## config.mk

```make
export PLATFORM = sky130hd
export DESIGN_NAME = spimem_front
export DESIGN_NICKNAME = d
export VERILOG_FILES = /design/src/rtl/spimem_pkg.sv /design/src/rtl/spimem_sync.sv /design/src/rtl/spimem_pagebuf.sv /design/src/rtl/spimem_txshift.sv /design/src/rtl/spimem_front.sv
export SDC_FILE = /design/constraint.sdc
export NUM_CORES = 1
export LEC_CHECK = 0
export BUFFER_PORTS_ARGS = -buffer_cell sky130_fd_sc_hd__buf_2
export CORE_MARGIN = 2
export CORE_UTILIZATION = 24
export DETAILED_ROUTE_END_ITERATION = 10
export PLACE_DENSITY = 0.49
export SLEW_MARGIN = 10
export SYNTH_ARGS = -nofsm -noshare
export SYNTH_HDL_FRONTEND = slang
export SYNTH_HIERARCHICAL = 1
export SYNTH_SLANG_ARGS = --single-unit
```

## constraint.sdc

```tcl
create_clock -name clk -period 14 [get_ports clk]
set_input_delay 0.7 -clock clk [delete_from_list [all_inputs] [get_ports clk]]
set_output_delay 0.7 -clock clk [all_outputs]
set_load 0.05 [all_outputs]
```

## src/rtl/spimem_pkg.sv

```systemverilog
package spimem_pkg;
  typedef enum logic [2:0] {
    PH_OPC, PH_ADDR, PH_WIN, PH_ROUT, PH_DONE, PH_WAIT
  } phase_e;

  localparam logic [7:0] OP_WEN  = 8'h06;
  localparam logic [7:0] OP_WDIS = 8'h04;
  localparam logic [7:0] OP_RDSR = 8'h05;
  localparam logic [7:0] OP_WRSR = 8'h01;
  localparam logic [7:0] OP_READ = 8'h03;
  localparam logic [7:0] OP_WRIT = 8'h02;
  localparam logic [7:0] OP_IDRD = 8'h83;
  localparam logic [7:0] OP_IDWR = 8'h82;

  localparam logic [2:0] K_NONE = 3'd0;
  localparam logic [2:0] K_WEN  = 3'd1;
  localparam logic [2:0] K_WDIS = 3'd2;
  localparam logic [2:0] K_STAT = 3'd3;
  localparam logic [2:0] K_ARR  = 3'd4;
  localparam logic [2:0] K_IDPG = 3'd5;
  localparam logic [2:0] K_LOCK = 3'd6;

  localparam logic [1:0] SP_ARR  = 2'd0;
  localparam logic [1:0] SP_IDPG = 2'd1;
  localparam logic [1:0] SP_LOCK = 2'd2;
  localparam logic [1:0] SP_STAT = 2'd3;
endpackage

```

## src/rtl/spimem_sync.sv

```systemverilog
module spimem_sync #(
  parameter int             W   = 1,
  parameter logic [W-1:0]   RST = '0
) (
  input  logic         clk,
  input  logic         rst_n,
  input  logic [W-1:0] d,
  output logic [W-1:0] q
);
  logic [W-1:0] meta_q;

  always_ff @(posedge clk or negedge rst_n) begin
    if (!rst_n) begin
      meta_q <= RST;
      q      <= RST;
    end else begin
      meta_q <= d;
      q      <= meta_q;
    end
  end
endmodule

```

## src/rtl/spimem_pagebuf.sv

```systemverilog
module spimem_pagebuf #(
  parameter int PAGE  = 16,
  parameter int LEN_W = 5
) (
  input  logic              clk,
  input  logic              rst_n,
  input  logic              clr,
  input  logic              we,
  input  logic [7:0]        din,
  output logic [LEN_W-1:0]  count,
  output logic [PAGE*8-1:0] flat
);
  localparam logic [LEN_W-1:0] FULL = LEN_W'(PAGE);

  logic [LEN_W-1:0] cnt_q, cnt_n;

  always_comb begin
    cnt_n = cnt_q;
    if (clr)                      cnt_n = '0;
    else if (we && cnt_q != FULL) cnt_n = cnt_q + 1'b1;
  end

  always_ff @(posedge clk or negedge rst_n) begin
    if (!rst_n) cnt_q <= '0;
    else        cnt_q <= cnt_n;
  end

  assign count = cnt_q;

  for (genvar i = 0; i < PAGE; i++) begin : g_ent
    logic [7:0] ent_q;
    always_ff @(posedge clk or negedge rst_n) begin
      if (!rst_n)                               ent_q <= '0;
      else if (we && !clr && cnt_q == LEN_W'(i)) ent_q <= din;
    end
    assign flat[i*8 +: 8] = ent_q;
  end
endmodule

```

## src/rtl/spimem_txshift.sv

```systemverilog
module spimem_txshift (
  input  logic       clk,
  input  logic       rst_n,
  input  logic       load,
  input  logic       shift,
  input  logic [7:0] din,
  output logic       bit_o
);
  logic [7:0] sh_q, sh_n;

  always_comb begin
    sh_n = sh_q;
    if (load)       sh_n = din;
    else if (shift) sh_n = {sh_q[6:0], 1'b0};
  end

  always_ff @(posedge clk or negedge rst_n) begin
    if (!rst_n) sh_q <= '0;
    else        sh_q <= sh_n;
  end

  assign bit_o = sh_q[7];
endmodule

```

## src/rtl/spimem_front.sv

```systemverilog
module spimem_front
  import spimem_pkg::*;
#(
  parameter int ADDR_W  = 19,
  parameter int ID_W    = 9,
  parameter int SEL_BIT = 10,
  parameter int PAGE    = 16,
  parameter int LEN_W   = $clog2(PAGE + 1)
) (
  input  logic              clk,
  input  logic              rst_n,
  input  logic              cs_n_i,
  input  logic              sck_i,
  input  logic              mosi_i,
  input  logic              hold_n_i,
  output logic              miso_o,
  output logic              miso_oe_o,
  output logic [1:0]        rd_space_o,
  output logic [ADDR_W-1:0] rd_addr_o,
  input  logic [7:0]        rd_data_i,
  input  logic [7:0]        status_i,
  output logic              cmd_valid_o,
  output logic [2:0]        cmd_kind_o,
  output logic [ADDR_W-1:0] cmd_addr_o,
  output logic [LEN_W-1:0]  cmd_len_o,
  output logic [PAGE*8-1:0] cmd_data_o
);
  localparam int HI_W = ADDR_W - 8;

  // reset: asserted asynchronously, released on the clock
  logic [1:0] rst_sh_q;
  logic       rst_l;
  always_ff @(posedge clk or negedge rst_n) begin
    if (!rst_n) rst_sh_q <= 2'b00;
    else        rst_sh_q <= {rst_sh_q[0], 1'b1};
  end
  assign rst_l = rst_sh_q[1];

  // pin sampling, order {hold, mosi, sck, cs}
  logic [3:0] pin_s;
  spimem_sync #(.W(4), .RST(4'b1000)) u_sync (
    .clk(clk), .rst_n(rst_l),
    .d({hold_n_i, mosi_i, sck_i, cs_n_i}), .q(pin_s)
  );
  logic cs_s, sck_s, mosi_s, hold_s;
  assign {hold_s, mosi_s, sck_s, cs_s} = pin_s;

  phase_e            phase_q, phase_n;
  logic [2:0]        cnt_q, cnt_n;
  logic [1:0]        abyte_q, abyte_n;
  logic [7:0]        op_q, op_n;
  logic [6:0]        sr_q, sr_n;
  logic [HI_W-1:0]   hi_q, hi_n;
  logic [ADDR_W-1:0] addr_q, addr_n;
  logic [1:0]        space_q, space_n;
  logic [2:0]        kind_q, kind_n;
  logic              cs_d_q, sck_d_q, primed_q, primed_n, hold_q, hold_n;

  logic              sel, rise, fall, cs_rise, commit;
  logic              buf_we, buf_clr, tx_load, tx_shift;
  logic [7:0]        byte_in, tx_din;
  logic [ADDR_W-1:0] full, idoff;
  logic              idsel;
  logic [LEN_W-1:0]  buf_cnt;
  logic [PAGE*8-1:0] buf_flat;

  assign sel      = primed_q & ~cs_s;
  assign rise     = sel & ~hold_q & sck_s & ~sck_d_q;
  assign fall     = sel & ~hold_q & ~sck_s & sck_d_q;
  assign cs_rise  = cs_s & ~cs_d_q;
  assign byte_in  = {sr_q, mosi_s};
  assign full     = {hi_q, byte_in};
  assign idsel    = full[SEL_BIT];
  assign idoff    = {{(ADDR_W-ID_W){1'b0}}, full[ID_W-1:0]};
  assign primed_n = primed_q | cs_s;
  assign tx_din   = (space_q == SP_STAT) ? status_i : rd_data_i;

  always_comb begin
    if (!sel)        hold_n = 1'b0;
    else if (!sck_s) hold_n = ~hold_s;
    else             hold_n = hold_q;
  end

  always_comb begin
    phase_n = phase_q;  cnt_n = cnt_q;     abyte_n = abyte_q;
    op_n    = op_q;     sr_n  = sr_q;      hi_n    = hi_q;
    addr_n  = addr_q;   space_n = space_q; kind_n  = kind_q;
    buf_we  = 1'b0;     buf_clr = 1'b0;    commit  = 1'b0;
    tx_load = 1'b0;     tx_shift = 1'b0;
    if (!sel) begin
      commit  = cs_rise && cnt_q == 3'd0 &&
                (phase_q == PH_DONE || (phase_q == PH_WIN && buf_cnt != '0));
      phase_n = PH_OPC;  cnt_n = '0;  abyte_n = '0;
      kind_n  = K_NONE;  addr_n = '0; buf_clr = 1'b1;
    end else if (rise) begin
      sr_n  = byte_in[6:0];
      cnt_n = cnt_q + 1'b1;
      if (phase_q == PH_DONE) begin
        phase_n = PH_WAIT;
      end else if (cnt_q == 3'd7) begin
        unique case (phase_q)
          PH_OPC: begin
            op_n = byte_in;
            if (status_i[0] && byte_in != OP_RDSR) phase_n = PH_WAIT;
            else begin
              case (byte_in)
                OP_WEN:  begin kind_n = K_WEN;  phase_n = PH_DONE; end
                OP_WDIS: begin kind_n = K_WDIS; phase_n = PH_DONE; end
                OP_RDSR: begin space_n = SP_STAT; phase_n = PH_ROUT; end
                OP_WRSR: begin kind_n = K_STAT; phase_n = PH_WIN; end
                OP_READ, OP_WRIT, OP_IDRD, OP_IDWR: phase_n = PH_ADDR;
                default: phase_n = PH_WAIT;
              endcase
            end
          end
          PH_ADDR: begin
            hi_n    = {hi_q[HI_W-9:0], byte_in};
            abyte_n = abyte_q + 1'b1;
            if (abyte_q == 2'd2) begin
              case (op_q)
                OP_READ: begin space_n = SP_ARR; addr_n = full; phase_n = PH_ROUT; end
                OP_WRIT: begin kind_n = K_ARR;   addr_n = full; phase_n = PH_WIN;  end
                OP_IDRD: begin
                  space_n = idsel ? SP_LOCK : SP_IDPG;
                  addr_n  = idsel ? '0 : idoff;
                  phase_n = PH_ROUT;
                end
                default: begin
                  kind_n  = idsel ? K_LOCK : K_IDPG;
                  addr_n  = idsel ? '0 : idoff;
                  phase_n = PH_WIN;
                end
              endcase
            end
          end
          PH_WIN:  buf_we = 1'b1;
          default: ;
        endcase
      end
    end else if (fall && phase_q == PH_ROUT) begin
      if (cnt_q == 3'd0) begin
        tx_load = 1'b1;
        if (space_q == SP_ARR)
          addr_n = addr_q + 1'b1;
        else if (space_q == SP_IDPG)
          addr_n = {{(ADDR_W-ID_W){1'b0}}, addr_q[ID_W-1:0] + 1'b1};
      end else begin
        tx_shift = 1'b1;
      end
    end
  end

  always_ff @(posedge clk or negedge rst_l) begin
    if (!rst_l) begin
      phase_q <= PH_OPC; cnt_q <= '0;  abyte_q <= '0; op_q <= '0;
      sr_q <= '0;  hi_q <= '0;  addr_q <= '0; space_q <= SP_ARR;
      kind_q <= K_NONE; cs_d_q <= 1'b0; sck_d_q <= 1'b0;
      primed_q <= 1'b0; hold_q <= 1'b0;
    end else begin
      phase_q <= phase_n; cnt_q <= cnt_n; abyte_q <= abyte_n; op_q <= op_n;
      sr_q <= sr_n; hi_q <= hi_n; addr_q <= addr_n; space_q <= space_n;
      kind_q <= kind_n; cs_d_q <= cs_s; sck_d_q <= sck_s;
      primed_q <= primed_n; hold_q <= hold_n;
    end
  end

  spimem_pagebuf #(.PAGE(PAGE), .LEN_W(LEN_W)) u_buf (
    .clk(clk), .rst_n(rst_l), .clr(buf_clr), .we(buf_we),
    .din(byte_in), .count(buf_cnt), .flat(buf_flat)
  );

  spimem_txshift u_tx (
    .clk(clk), .rst_n(rst_l), .load(tx_load), .shift(tx_shift),
    .din(tx_din), .bit_o(miso_o)
  );

  // commit port registers, loaded only on a commit
  always_ff @(posedge clk or negedge rst_l) begin
    if (!rst_l) begin
      cmd_valid_o <= 1'b0; cmd_kind_o <= K_NONE; cmd_addr_o <= '0;
      cmd_len_o   <= '0;   cmd_data_o <= '0;
    end else begin
      cmd_valid_o <= commit;
      if (commit) begin
        cmd_kind_o <= kind_q;  cmd_addr_o <= addr_q;
        cmd_len_o  <= buf_cnt; cmd_data_o <= buf_flat;
      end
    end
  end

  assign miso_oe_o  = sel & ~hold_q & (phase_q == PH_ROUT);
  assign rd_space_o = space_q;
  assign rd_addr_o  = addr_q;
endmodule

```

# Word-level counts from Yosys, hierarchy flattened
# Index checks and enable logic that the tools add are counted.
[classes] muxes=65 n_bitwise=16 eq_ne=61 reduce_logical=43 n_addsub=5
[op_table] operator="two-way mux 19 bit" count=11
[op_table] operator="two-way mux 3 bit" count=14
[op_table] operator="equality test 5 x 4 -> 1 bit, second input constant" count=8
[op_table] operator="equality test 8 x 2 -> 1 bit, second input constant" count=4
[op_table] operator="equality test 8 x 3 -> 1 bit, second input constant" count=3
[op_table] operator="equality test 8 bit, second input constant" count=3
[op_table] operator="two-way mux 8 bit" count=3
[op_table] operator="logical AND 1 bit" count=23
[op_table] operator="equality test 5 x 3 -> 1 bit, second input constant" count=4
[op_table] operator="two-way mux 2 bit" count=10
[op_table] operator="adder 19 x 1 -> 19 bit, second input constant" count=1
[op_table] operator="case mux 3 bit (2 select lines)" count=3
[op_table] operator="two-way mux 1 bit" count=17
[op_table] operator="inequality test 3 bit, second input constant" count=5
[op_table] operator="inequality test 3 x 1 -> 1 bit, second input constant" count=4
[op_table] operator="case mux 3 bit (4 select lines)" count=1
[op_table] operator="equality test 5 x 2 -> 1 bit, second input constant" count=2
[op_table] operator="two-way mux 5 bit" count=2
[op_table] operator="inequality test 2 bit, second input constant" count=5
[op_table] operator="inequality test 5 bit, second input constant" count=2
[op_table] operator="AND reduction 5 bit" count=2
[op_table] operator="adder 9 x 1 -> 9 bit, second input constant" count=1
[op_table] operator="two-way mux 9 bit" count=1
[op_table] operator="inequality test 3 x 2 -> 1 bit, second input constant" count=3
[op_table] operator="32 further kinds" count=58
[totals] out_inout_bits=179 in_bits=22 register_bits=369 word_cells=229

# Longest topological paths before layout
[depth] word_depth=11 ltp_mapped=10 ltp_nobuf=7

# Cells and area by module
# The synthesis kept the hierarchy.
[modules_own_cells] module="spimem_front" cells_per_inst=702 seq_area_each_um2=5505.3 instances=1 area_each_um2=9391.5
[modules_own_cells] module="spimem_pagebuf" cells_per_inst=330 seq_area_each_um2=3328.2 instances=1 area_each_um2=5228.8
[modules_own_cells] module="spimem_txshift" cells_per_inst=34 seq_area_each_um2=200.2 instances=1 area_each_um2=369.1
[modules_own_cells] module="spimem_sync" cells_per_inst=8 seq_area_each_um2=202.7 instances=1 area_each_um2=202.7

# Worst setup path before layout
# OpenSTA, ideal clock, no wires.
[synth_timing] path_type="register -> register" start="reg sck_d_q" end="reg u_buf.g_ent[11].ent_q[0]" n_path_buf=3 setup_ns=0.125 path_stages_with_launch=10 slack_ns=11.321 arrival_ns=2.554 required_ns=13.875 synth_period_minus_slack_ns=2.679 path_cell_list="dfrtp_1 > nor3b_2 > nand2_1 > clkbuf_1 > clkbuf_1 > nor2_1 > clkbuf_1 > nand3b_1 > nor2_2 > mux2_2"
[synth_via] elab_chain_cells=6
[synth_rtl] item="from (decl)" line="spimem_front.sv:57" rtl="logic cs_d_q, sck_d_q, primed_q, primed_n, hold_q, hold_n;"
[synth_rtl] item="from (signal assigned)" line="spimem_front.sv:162" rtl="kind_q <= kind_n; cs_d_q <= cs_s; sck_d_q <= sck_s;"
[synth_rtl] item="inverter 1 bit" line="spimem_front.sv:68" rtl="assign rise = sel & ~hold_q & sck_s & ~sck_d_q;"
[synth_rtl] item="AND 1 bit" line="spimem_front.sv:68"
[synth_rtl] item="two-way mux 1 bit" line="spimem_front.sv:95" rtl="end else if (rise) begin"
[synth_rtl] item="two-way mux 1 bit" line="spimem_front.sv:90" rtl="if (!sel) begin"
[synth_rtl] item="net buf_we" line="spimem_front.sv:60" rtl="logic buf_we, buf_clr, tx_load, tx_shift;"
[synth_rtl] item="logical AND 1 bit (2 in series)" line="spimem_pagebuf.sv:34" rtl="else if (we && !clr && cnt_q == LEN_W'(i)) ent_q <= din;"
[synth_rtl] item="to (signal assigned)" line="spimem_pagebuf.sv:34"
[synth_rtl] item="to (decl)" line="spimem_pagebuf.sv:31" rtl="logic [7:0] ent_q;"
# The timed path passes the listed nets, and every way through them passes these cells.
# A chain may end at the register's enable or synchronous reset.

# Worst setup path in the final report
[layout_timing] start="reg u_buf.cnt_q[2], in the netlist u_buf/count[2]" end="reg cmd_data_o[21]"
[layout_via] elab_chain_cells=5
[layout_rtl] item="from (decl)" line="spimem_pagebuf.sv:15" rtl="logic [LEN_W-1:0] cnt_q, cnt_n;"
[layout_rtl] item="from (signal assigned)" line="spimem_pagebuf.sv:25" rtl="else cnt_q <= cnt_n;"
[layout_rtl] item="nonzero test 5 bit" line="spimem_front.sv:92" rtl="(phase_q == PH_DONE || (phase_q == PH_WIN && buf_cnt != '0));"
[layout_rtl] item="logical AND 1 bit" line="spimem_front.sv:92"
[layout_rtl] item="logical OR 1 bit" line="spimem_front.sv:92"
[layout_rtl] item="logical AND 1 bit" line="spimem_front.sv:91" rtl="commit = cs_rise && cnt_q == 3'd0 &&"
[layout_rtl] item="two-way mux 1 bit" line="spimem_front.sv:90"
[layout_rtl] item="to (signal assigned)" line="spimem_front.sv:186" rtl="cmd_len_o <= buf_cnt; cmd_data_o <= buf_flat;"
[layout_rtl] item="to (decl)" line="spimem_front.sv:26" rtl="output logic [PAGE*8-1:0] cmd_data_o"
# Every way passes these cells.

==> results.md <==
- Run status: complete, no violations
- Syn Area/Cell: 14.15 um^2
- Port Buffer Count: 200
- Residual DRC count: 0
- Crit path top cell by count: buf_4
- Commonest non-fill, non-tap cell in the layout: dfrtp_1
- Least-Margin Pin Slew: roughly 1100 ps
- Core area: approximately 63000 um^2
- Max Fclk: about 0.26 GHz
- Post-Route Setup TNS: 0 ps
- Peak supply drop: between 0.07 and 0.08 mV
- Worst Clk Skew: 30.58 ps
- Final setup viols: 0
- TritonCTS clock tree: built
- Clock transition at path regs: around 70 ps
- Number of max-cap violations: 0
- Layout area overhead: 21.27%
- CP Capture Type: register
- Post-synth cell types: 73
- HPWL after DPL: 25950 um
- CTS Hold Bufs: 1
- Top FF cell, synth: dfrtp_1
- Ys Warns: 6
- Number of synthesized flops with an enable pin: 0
- Initial DRC Count: a little over 600
- Tmin final: between 3000 and 4000 ps
- Cell Count, Final, Fillers Out: around 2200
- Register area: slightly above 9000 um^2
- CP Buf/Inv Count: 2
- Row count: 92
- WL per Instance: 18.86 um
- Fin nets: between 1000 and 1500
- I/O pins: 201
- Die W: between 200 and 300 um
- Final Cycle Share: 0.2796
- Drt pass-1 iters: 5
- Ant. Diodes: 0
- Critical path required time: approximately 14000 ps
- Synth Cell Area: between 15000 and 20000 um^2
- Synthesized instance count: ~1100
- Final Core Density: 0.2931
- Die height: 255.6 um
- Vias post-DR: between 9000 and 10000
- Crit path max-delay cell type: buf_4
- Drt total wl: between 40000 and 50000 um
- CP Launch Type: register
- Area occupied by multi-input gates: between 5000 and 6000 um^2
- Slew headroom: 0.2569
- Sequential area share after synthesis: 0.6080
- Filler Cell Count: 6484
- Clk sinks: about 370
- Worst-path cell chain: or4_1 -> o21ai_1 -> mux2i_1 -> and3_4 -> buf_4 -> buf_4 -> mux2_2
- Worst-Skew Late Latency: approximately 560 ps
- Gpl congestion: 0.7900
- Power Density: about 130 nW/um^2
- Die Area: 65330 um^2
- Antenna viol nets, final: 0
- Post-synth ARST share: 1.000
- RSZ-0062 raised after global routing: false
- Hold Path Class: input pin to register
- Initial antenna violation count: 4
- Setup CP Type: register to register
- Postcts setup bufs: 0
- CTS HTree Levels: 2
- Fraction of layout cells with a size suffix above 1: 0.4008
- Number of gates resized after CTS: 0
- Family with the most delay on the worst path: buffers and inverters
- Placed cells: between 2000 and 2500
- Vias in the first global route: ~10000
- Tot GR Track Use: 0.1255
- Largest net degree at the start of global routing: 82
- CP max stage delay: ~770 ps
- Clock Path Buffers: 3
- CP Data Arrival Time: approximately 4400 ps
- Final Hold Fails: 0
- Leakage: just over 0.009 uW
- Worst Path Max Fanout: 61
- Initial core utilization: 0.2417
- Commonest cells after routing, fill and taps aside: dfrtp_1 (365), mux2_2 (216), buf_2 (200)
- Synth Net Count: ~1100
- Via density: approximately 4.4
- CTS Root Cell: clkbuf_16
- CTS buffer count: 43
- Grt ovf: 0
- Synthesized flop and latch total: 369
- Slew Limit Fails: 0
- First-pass GRT wire length: approximately 63000 um
==> kinds of logic (layout without fill, tap and decap cells) <==
| family | Yosys count | count (layout) | synth area share |
|---|---|---|---|
| flip-flops | 369 | 369 | 0.6080 |
| AO/OA/AOI/OAI | 112 | 112 | 0.04563 |
| multiplexers | 321 | 321 | 0.2371 |
| adder cells (fa/ha/maj) | 10 | 10 | 0.008236 |
| XOR/XNOR | 6 | 6 | 0.003459 |
| other | 1 | 1 | 0.0002468 |
| AND/OR/NAND/NOR | 191 | 191 | 0.06943 |
| buffers and inverters | 64 | 305 | 0.02792 |
==> through the flow <==
step / setup slack, ps / cell area (um^2) / hold slack (ps) / power (uW)
floorplan: 2958 / 15190 / 331.2 / 1189
global placement: 10090 / 17000 / 333.2 / 1273
detailed placement: 10020 / 17000 / 337.3 / 1274
CTS: 9999 / 18420 / 188.2 / 2430
global route: 9812 / 18420 / 198.4 / 2481
finish: 10090 / 18420 / 242.0 / 2371
==> report_power, final <==
group          switching [uW]  internal [uW]
clock                     453            669
combinational             119           28.7
sequential               23.3           1080
total                     595           1780
==> synthesized netlist by cell type (3+ instances only) <==
cell / count / area (um^2)
buf_4: 3 / 22.52
a32oi_1: 4 / 35.03
nand3_1: 17 / 85.08
a31oi_1: 6 / 37.54
nor4_1: 3 / 18.77
or3_1: 3 / 18.77
buf_6: 21 / 236.5
nand4_1: 9 / 56.30
o31ai_1: 5 / 37.54
mux2i_1: 10 / 100.1
nor3_1: 9 / 45.04
nor2_2: 6 / 37.54
clkbuf_1: 19 / 71.32
mux2_2: 216 / 2432
nor2_1: 36 / 135.1
and4_1: 3 / 26.28
or4_1: 5 / 37.54
and3_1: 5 / 31.28
nand2b_1: 10 / 62.56
mux2_1: 95 / 1070
ha_1: 10 / 125.1
dfrtp_1: 367 / 9184
a21oi_1: 30 / 150.1
xnor2_1: 4 / 35.03
o21ai_1: 19 / 95.09
nand2_1: 56 / 210.2
o21ai_0: 22 / 110.1
nor2_4: 4 / 45.04
inv_1: 11 / 41.29
nor3b_1: 3 / 22.52
buf_2: 8 / 40.04
==> path summary, 6_finish.rpt <==
path	startpoint	end	slack (ps)	cells after the start
worst max-delay path	u_buf/count[2]$_DFFE_PN0P_	cmd_data_o[21]$_DFFE_PN0P_	10090	7
worst min-delay path	mosi_i	u_sync/meta_q[2]$_DFF_PN0_	240	1
worst max register to register	u_buf/count[2]$_DFFE_PN0P_	cmd_data_o[21]$_DFFE_PN0P_	10090	7
worst min register to register	rst_sh_q[1]$_DFF_PN0_	cmd_data_o[117]$_DFFE_PN0P_	340	0
max in group asynchronous	rst_sh_q[1]$_DFF_PN0_	u_buf/g_ent[10].ent_q[6]$_DFFE_PN0P_	11260	2
min in group asynchronous	rst_sh_q[1]$_DFF_PN0_	cmd_data_o[117]$_DFFE_PN0P_	340	0
==> registers in the layout, summed over array words and instances, names as in the netlist, 2 cells and up <==
name and flops:
rd_addr_o 19, u_buf/count 5, kind_q 3, u_sync/q 4, rst_sh_q 2, cmd_kind_o 3
u_tx/sh_q 8, u_sync/meta_q 4, hi_q 11, u_buf/g_ent.ent_q 128, cmd_len_o 5, rd_space_o 2
sr_q 7, op_q 8, abyte_q 2, phase_q 3, cmd_addr_o 19, cnt_q 3
cmd_data_o 128
==> layer usage <==
layer | vias to the layer above | global-route usage | share of wire
met3 | 60 | 0.03872 | 0.066
li1 | 4275 | - | -
met2 | 247 | 0.2055 | 0.47
met5 | - | 0 | 0
met4 | 0 | 0.03476 | 0.022
met1 | 4874 | 0.1598 | 0.44
==> final cells by class <==
| cell class | count | area share |
|---|---|---|
| Clock inverter | 12 | 0.007199 |
| Tap cell | 846 | 0.05746 |
| Inverter | 12 | 0.002717 |
| Sequential cell | 369 | 0.5016 |
| Multi-Input combinational cell | 641 | 0.3005 |
| Clock buffer | 65 | 0.06948 |
| Timing Repair Buffer | 216 | 0.06099 |
Note: power is estimated with default switching activity, not from simulation.
